`config.mk`:
```
export PLATFORM = sky130hd
export DESIGN_NAME = nand_op_sequencer
export DESIGN_NICKNAME = d
export VERILOG_FILES = /design/src/rtl/nsq_pkg.sv /design/src/rtl/nsq_slot_decode.sv /design/src/rtl/nsq_pagebuf.sv /design/src/rtl/nand_op_sequencer.sv
export SDC_FILE = /design/constraint.sdc
export NUM_CORES = 2
export LEC_CHECK = 0
export BUFFER_PORTS_ARGS = -buffer_cell sky130_fd_sc_hd__clkbuf_2
export CAP_MARGIN = 15
export CORE_ASPECT_RATIO = 1.5
export CORE_UTILIZATION = 37
export CTS_CLUSTER_DIAMETER = 80
export CTS_CLUSTER_SIZE = 10
export DETAILED_ROUTE_END_ITERATION = 7
export PLACE_DENSITY = 0.64
export SYNTH_ARGS = -nofsm -noshare
export SYNTH_HDL_FRONTEND = slang
export SYNTH_SLANG_ARGS = --single-unit
```
`constraint.sdc`:
```
create_clock -name clk -period 7.4 [get_ports clk]
set_clock_uncertainty 0.15 [all_clocks]
set_input_delay 0.74 -clock clk [delete_from_list [all_inputs] [get_ports clk]]
set_output_delay 0.74 -clock clk [all_outputs]
set_load 0.05 [all_outputs]
```
`src/rtl/nsq_pkg.sv`:
```
package nsq_pkg;
    localparam int SLOTS = 9;
    localparam int ST_DONE = 0;
    localparam int ST_TMO  = 1;
    localparam int ST_WPE  = 2;

    typedef enum logic [5:0] {
        OP_NOP  = 6'd0,
        OP_CMD0 = 6'd1,
        OP_CMD1 = 6'd2,
        OP_CMD2 = 6'd3,
        OP_CMD3 = 6'd4,
        OP_COL  = 6'd5,
        OP_ROW  = 6'd6,
        OP_USR  = 6'd7,
        OP_RDF  = 6'd8,
        OP_RDW  = 6'd9,
        OP_WRC  = 6'd10,
        OP_STAT = 6'd11
    } op_e;

    typedef enum logic [1:0] {
        PH_IDLE = 2'd0,
        PH_RUN  = 2'd1,
        PH_WAIT = 2'd2,
        PH_MOVE = 2'd3
    } phase_e;
endpackage

```
`src/rtl/nsq_slot_decode.sv`:
```
module nsq_slot_decode
    import nsq_pkg::*;
(
    input  logic [29:0] prog_lo,
    input  logic [23:0] prog_hi,
    input  logic [3:0]  slot,
    output logic [5:0]  op
);
    logic [5:0] fld [SLOTS];

    // slot field positions
    for (genvar g = 0; g < 5; g++) begin : g_lo
        assign fld[g] = prog_lo[29-6*g -: 6];
    end
    for (genvar g = 5; g < SLOTS; g++) begin : g_hi
        assign fld[g] = prog_hi[23-6*(g-5) -: 6];
    end

    // past the last slot reads as a terminator
    always_comb op = (slot < 4'(SLOTS)) ? fld[slot] : 6'd0;
endmodule

```
`src/rtl/nsq_pagebuf.sv`:
```
module nsq_pagebuf #(
    parameter int DEPTH = 128,
    parameter int AW    = $clog2(DEPTH)
) (
    input  logic          clk,
    input  logic          we,
    input  logic [AW-1:0] waddr,
    input  logic [7:0]    wdata,
    input  logic [AW-1:0] raddr_a,
    output logic [7:0]    rdata_a,
    input  logic [AW-1:0] raddr_b,
    output logic [7:0]    rdata_b
);
    logic [7:0] mem [DEPTH];

    always_ff @(posedge clk) begin
        if (we) mem[waddr] <= wdata;
    end

    assign rdata_a = mem[raddr_a];
    assign rdata_b = mem[raddr_b];
endmodule

```
`src/rtl/nand_op_sequencer.sv`:
```
module nand_op_sequencer
    import nsq_pkg::*;
#(
    parameter int PAGE_BYTES  = 16,
    parameter int SPARE_BYTES = 8,
    parameter int NUM_BUFS    = 4,
    parameter int NUM_BANKS   = 4,
    parameter int CNT_W       = 8,
    parameter int TMO_W       = 16,
    localparam int AW  = $clog2(NUM_BUFS*2*PAGE_BYTES),
    localparam int BW  = $clog2(NUM_BUFS),
    localparam int CSW = $clog2(NUM_BANKS)
) (
    input  logic                 clk,
    input  logic                 rst_n,
    input  logic                 start,
    input  logic [29:0]          prog_lo,
    input  logic [23:0]          prog_hi,
    input  logic [31:0]          cmd_bytes,
    input  logic [15:0]          col_addr,
    input  logic [23:0]          row_addr,
    input  logic [7:0]           usr_addr,
    input  logic [CNT_W-1:0]     byte_cnt,
    input  logic [BW-1:0]        buf_mask,
    input  logic [CSW-1:0]       bank_sel,
    input  logic [TMO_W-1:0]     rb_limit,
    input  logic                 clr_we,
    input  logic [2:0]           clr_mask,
    output logic [2:0]           status,
    output logic                 busy,
    output logic [31:0]          flash_stat,
    input  logic                 host_we,
    input  logic [AW-1:0]        host_addr,
    input  logic [7:0]           host_wdata,
    output logic [7:0]           host_rdata,
    output logic [NUM_BANKS-1:0] fl_cs,
    output logic                 fl_cmd_stb,
    output logic                 fl_addr_stb,
    output logic                 fl_wr_stb,
    output logic                 fl_rd_stb,
    output logic [7:0]           fl_dout,
    input  logic [7:0]           fl_din,
    input  logic                 fl_rdy,
    input  logic                 fl_wp
);
    localparam int LW = CNT_W + 1;
    localparam int PW = $clog2(2*PAGE_BYTES);

    typedef struct packed {
        phase_e           ph;
        logic [3:0]       slot;
        logic [LW-1:0]    k;
        logic [AW-1:0]    ptr;
        logic [TMO_W-1:0] tmr;
        logic [2:0]       stat;
        logic [7:0]       fsr;
    } st_t;

    st_t s_q, s_d;

    logic [5:0]    op_raw;
    op_e           opc;
    logic [LW-1:0] len;
    logic [AW-1:0] start_ptr;
    logic [BW-1:0] bufnum;
    logic [7:0]    buf_q;
    logic          seq_we, last, finish;
    logic [2:0]    set_ev;
    logic [1:0]    cidx;

    nsq_slot_decode u_dec (
        .prog_lo (prog_lo),
        .prog_hi (prog_hi),
        .slot    (s_q.slot),
        .op      (op_raw)
    );

    nsq_pagebuf #(.DEPTH(NUM_BUFS*2*PAGE_BYTES), .AW(AW)) u_buf (
        .clk     (clk),
        .we      (seq_we | (host_we & ~busy)),
        .waddr   (seq_we ? s_q.ptr : host_addr),
        .wdata   (seq_we ? fl_din : host_wdata),
        .raddr_a (host_addr),
        .rdata_a (host_rdata),
        .raddr_b (s_q.ptr),
        .rdata_b (buf_q)
    );

    assign opc    = op_e'(op_raw);
    assign cidx   = op_raw[1:0] - 2'd1;
    assign bufnum = row_addr[BW-1:0] & buf_mask;
    // region base, spare half, column offset
    assign start_ptr = (AW'(bufnum) << PW)
                     + (col_addr[15] ? AW'(PAGE_BYTES) : AW'(0))
                     + AW'(col_addr[14:0]);
    // zero count means whole page plus spare
    assign len = (byte_cnt == '0) ? LW'(PAGE_BYTES + SPARE_BYTES) : LW'(byte_cnt);

    always_comb begin
        s_d         = s_q;
        fl_cmd_stb  = 1'b0;
        fl_addr_stb = 1'b0;
        fl_wr_stb   = 1'b0;
        fl_rd_stb   = 1'b0;
        fl_dout     = 8'h00;
        seq_we      = 1'b0;
        last        = 1'b0;
        finish      = 1'b0;
        set_ev      = 3'b000;
        unique case (s_q.ph)
            PH_IDLE: begin
                if (start) begin
                    s_d.ph   = PH_RUN;
                    s_d.slot = '0;
                end
            end
            PH_RUN: begin
                s_d.k   = '0;
                s_d.tmr = '0;
                case (opc)
                    OP_CMD0, OP_CMD1, OP_CMD2, OP_CMD3: begin
                        fl_cmd_stb = 1'b1;
                        fl_dout    = cmd_bytes[8*cidx +: 8];
                        s_d.slot   = s_q.slot + 4'd1;
                    end
                    OP_COL, OP_ROW, OP_USR: s_d.ph = PH_MOVE;
                    OP_RDF: begin
                        s_d.ph  = PH_MOVE;
                        s_d.ptr = start_ptr;
                    end
                    OP_RDW: begin
                        s_d.ph  = PH_WAIT;
                        s_d.ptr = start_ptr;
                    end
                    OP_STAT: s_d.ph = PH_WAIT;
                    OP_WRC: begin
                        if (fl_wp) begin
                            set_ev[ST_WPE] = 1'b1;
                            finish         = 1'b1;
                        end else begin
                            s_d.ph  = PH_MOVE;
                            s_d.ptr = start_ptr;
                        end
                    end
                    default: finish = 1'b1;
                endcase
            end
            PH_WAIT: begin
                if (fl_rdy) begin
                    s_d.ph = PH_MOVE;
                end else begin
                    s_d.tmr = s_q.tmr + 1'b1;
                    if (s_d.tmr == rb_limit) begin
                        set_ev[ST_TMO] = 1'b1;
                        finish         = 1'b1;
                    end
                end
            end
            PH_MOVE: begin
                case (opc)
                    OP_COL: begin
                        fl_addr_stb = 1'b1;
                        fl_dout     = (s_q.k == '0) ? col_addr[7:0] : {1'b0, col_addr[14:8]};
                        last        = (s_q.k == LW'(1));
                    end
                    OP_ROW: begin
                        fl_addr_stb = 1'b1;
                        case (s_q.k[1:0])
                            2'd0:    fl_dout = row_addr[7:0];
                            2'd1:    fl_dout = row_addr[15:8];
                            default: fl_dout = row_addr[23:16];
                        endcase
                        last = (s_q.k == LW'(2));
                    end
                    OP_USR: begin
                        fl_addr_stb = 1'b1;
                        fl_dout     = usr_addr;
                        last        = 1'b1;
                    end
                    OP_RDF, OP_RDW: begin
                        fl_rd_stb = 1'b1;
                        seq_we    = 1'b1;
                        s_d.ptr   = s_q.ptr + 1'b1;
                        last      = (s_q.k == len - 1'b1);
                    end
                    OP_WRC: begin
                        fl_wr_stb = 1'b1;
                        fl_dout   = buf_q;
                        s_d.ptr   = s_q.ptr + 1'b1;
                        last      = (s_q.k == len - 1'b1);
                    end
                    default: begin
                        fl_rd_stb = 1'b1;
                        s_d.fsr   = fl_din;
                        last      = 1'b1;
                    end
                endcase
                if (last) begin
                    s_d.ph   = PH_RUN;
                    s_d.slot = s_q.slot + 4'd1;
                end else begin
                    s_d.k = s_q.k + 1'b1;
                end
            end
            default: s_d.ph = PH_IDLE;
        endcase
        if (finish) begin
            s_d.ph          = PH_IDLE;
            set_ev[ST_DONE] = 1'b1;
        end
        // clear by ones, a same-cycle event wins
        s_d.stat = (s_q.stat & ~(clr_we ? clr_mask : 3'b000)) | set_ev;
    end

    always_ff @(posedge clk or negedge rst_n) begin
        if (!rst_n) s_q <= '0;
        else        s_q <= s_d;
    end

    assign busy       = (s_q.ph != PH_IDLE);
    assign status     = s_q.stat;
    assign flash_stat = {s_q.fsr, 24'h000000};
    assign fl_cs      = busy ? (NUM_BANKS'(1) << bank_sel) : '0;

    a_r13_one_strobe: assert property (@(posedge clk) disable iff (!rst_n)
        $onehot0({fl_cmd_stb, fl_addr_stb, fl_wr_stb, fl_rd_stb}));

    a_r11_cs_idle: assert property (@(posedge clk) disable iff (!rst_n)
        !busy |-> (fl_cs == '0));

    a_r6_done_at_end: assert property (@(posedge clk) disable iff (!rst_n)
        $fell(busy) |-> status[ST_DONE]);

    a_r7_timeout_needs_low: assert property (@(posedge clk) disable iff (!rst_n)
        $rose(status[ST_TMO]) |-> (!busy && $past(!fl_rdy)));

    a_r12_quiet_idle: assert property (@(posedge clk) disable iff (!rst_n)
        !busy |-> !(fl_cmd_stb | fl_addr_stb | fl_wr_stb | fl_rd_stb));
endmodule

```
==> impl_metrics.ini <==
[worst_setup_path]
crit_family = multiplexers
crit_cells = 8
reg2reg_to = u_buf.mem[92][1]$_DFFE_PP_
startpoint_type = flip-flop
crit_buf_inv = 2
crit_chain = buf_12 > mux4_2 > mux4_2 > mux4_2 > mux2i_1 > o21ai_0 > a22o_1 > clkbuf_2
path_common_cell = mux4_2
rrSetupSlack_ps = 1510
required_ps = 6510
r2r-start = s_q[43]$_DFFE_PN0P_
cpPeakStageDelay_ps = 1060
arrival_ps = 5640
worstSetupEndpointType = output pin
critPathKind = reg -> out
startpoint = s_q[27]$_DFFE_PN0P_
cpMaxStageDelayCell = dfrtp_4
worstRegToRegCells = 13
endpoint = fl_dout[1]
worstPathMaxFanout = 40

[synthesis]
syn-cell-area_um2 = 52800
ys_ff_latch = 1073
synth_cells = 2709
syn_avg_cell_area_um2 = 19.5
ys_types = 73
synthTopCellsByCount = edfxtp_1 (1024), mux4_2 (682), nor2_1 (175), clkbuf_1 (139), buf_1 (64)
synth_top_area_share_pct = 58.2
synth_ff_type = edfxtp_1
yosysSeqAreaShare_pct = 60.6
synth.most_common_cell = edfxtp_1
synth.area.top_cells = edfxtp_1 (58%), mux4_2 (29%), dfrtp_1 (2.3%), nor2_1 (1.2%), clkbuf_1 (0.99%)
synth_edf_count = 1024
yosys_warnings = 0
synth_top_cell_by_area = edfxtp_1
async_reset_ff_share_pct = 4.57

[power_and_ir_drop]
p_leak_nw = 18.7
p_total_mw = 18.8
ir_worst_vdd_mv = 0.190
power_density_nw_per_um2 = 317

[timing]
timing.final.crit_period_ps = 6530
fin_ws_ps = 871
worst_pin_slew_ps = 1210
finalHoldWorstSlack_ps = 109
rsz0062_at_grt = no
final.setup.tns_ps = 0
slew_viol_final = 0
relSlewSlack_pct = 18.2
hold_violations = 0
period_share_pct = 88.2
max_freq_mhz = 153
setup_viol = 0

[clocking]
numCtsBuffers = 117
cts_tree = done
htree_levels = 3
insertion_delay_ps = 730
cts_root_buffer = clkbuf_16
clock_sinks = 1073
clk_pin_slew_ps = 60
clock_path_buffers = 3
post-cts-setup-buffer-count = 0

[place]
place.gp.congestion = 0.949
io_buffers = 230
hpwl_um = 116000
place_ws_ps = 1100

[drt]
via_per_inst = 6.20
route.detailed.drc = 0
routed_wl_um = 169000
postRouteAntennaNets = 0
first_pass_iters = 6
drt_iter0_markers = 3508
wl_per_cell_um = 35.0
vias = 29900

[finish]
drive_gt1_share_pct = 40.0
utilization_pct = 42.0
syn2layout_area_growth_pct = 12.6
fill_cells = 12100
final_nets = 3115

[floorplanning]
io_pins = 255
initial_core_util_pct = 37.3
die_area_um2 = 144000
coreArea_um2 = 141000
die-width_um = 310
die_y_um = 465
rows = 169

[global_routing]
grt_max_degree = 101
overflow = 0
grt_pass1_vias = 30400
antenna_found_initial = 12
grt_pass1_wl_um = 233000
grt_usage_pct = 23.5

[worst_hold_path]
worstHoldStart = fl_din[1]
hold_class = in -> reg

[run_status]
status = finished, final reports clean

[job]
max_cap_violations = 0
## registers in the layout (all words and copies together) (netlist names)
register / cells
u_buf.mem: 1024
s_q: 38
flash_stat: 8
status: 3
## worst min path at each step
stage                     slack, ps  cells after the start                         end
final                           110                      2  flash_stat[25]$_DFFE_PN0P_
after CTS                        70                      2  flash_stat[25]$_DFFE_PN0P_
after detailed placement        320                      1         status[2]$_DFF_PN0_
after floorplan                 290                      0  flash_stat[24]$_DFFE_PN0P_
after global routing             90                      2  flash_stat[25]$_DFFE_PN0P_
after global placement          310                      1         status[2]$_DFF_PN0_
## routing by layer
metal  part of all wire (%)  up-vias  routed length (µm)  GRT usage (%)
met1                     32    15800               54500           25.3
met3                    8.0      448               13500           4.68
met4                    9.1        6               15400           18.2
met2                     51     1795               85500           40.2
li1                       -    11900                   -              -
met5                  0.027        -                  45              0
## report_power, final
| part | internal (mW) | switching [mW] |
|---|---|---|
| Sequential | 6.84 | 0.352 |
| Clock | 2.89 | 2.28 |
| Combinational | 2.80 | 3.67 |
## worst register-to-register path: stages, from the launching register on
cell     delay (ps)
dfrtp_1         880
mux4_2          610
nor3b_1         170
nor3_2          360
nor2_2           90
inv_2           230
nor2_1          140
o21ai_0         480
nor2_4          160
buf_12          220
nor4b_1         320
a41oi_1         220
or2_2           770
nor2_1          720
## kinds of logic (layout without fill, tap and decap cells)
| kind of cell | count (synthesis) | count (layout) | synth area share [%] |
|---|---|---|---|
| AO/OA/AOI/OAI | 190 | 190 | 2.42 |
| XOR/XNOR | 37 | 37 | 0.614 |
| adder cells (fa/ha/maj) | 18 | 18 | 0.441 |
| buffers and inverters | 281 | 497 | 2.33 |
| flip-flops | 1073 | 1073 | 60.6 |
| multiplexers | 743 | 743 | 30.3 |
| other | 1 | 28 | 0.00710 |
| AND/OR/NAND/NOR | 366 | 366 | 3.30 |
## cells in the final DEF (no fill, tap or decap), drive strengths merged, types with 21 or more instances in the layout
cell / instances
a21oi: 38
a22o: 21
buf: 74
clkbuf: 387
conb: 24
dfrtp: 49
edfxtp: 1024
inv: 33
mux2: 28
mux2i: 33
mux4: 682
nand2: 60
nor2: 176
o21ai: 39
or2: 22
xnor2: 23
## metrics by stage
stage                     area [µm²]  cells
after floorplan                52900   2732
after global routing           59400   4832
after CTS                      59400   4827
final                          59400   4833
after global placement         56200   4661
after detailed placement       56200   4661
## layout make-up
type                    instances  area, µm²  area share (%)
diodes                          4       10.0          0.0168
clock buffers                 160       3130            5.27
clock inverters                 5       58.8          0.0989
inverters                      30        113           0.189
multi-input cells            1378      19700            33.2
flip-flops and latches       1073      32000            53.8
well taps                    1881       2350            3.96
repair buffers                302       2060            3.46
## repair_timing
item | in CTS | in global routing
endpoints found under the hold margin | 11 | 0
gates resized for setup | 0 | 0
hold buffers | 1 | 0
Power figures use the tool's default switching activity.
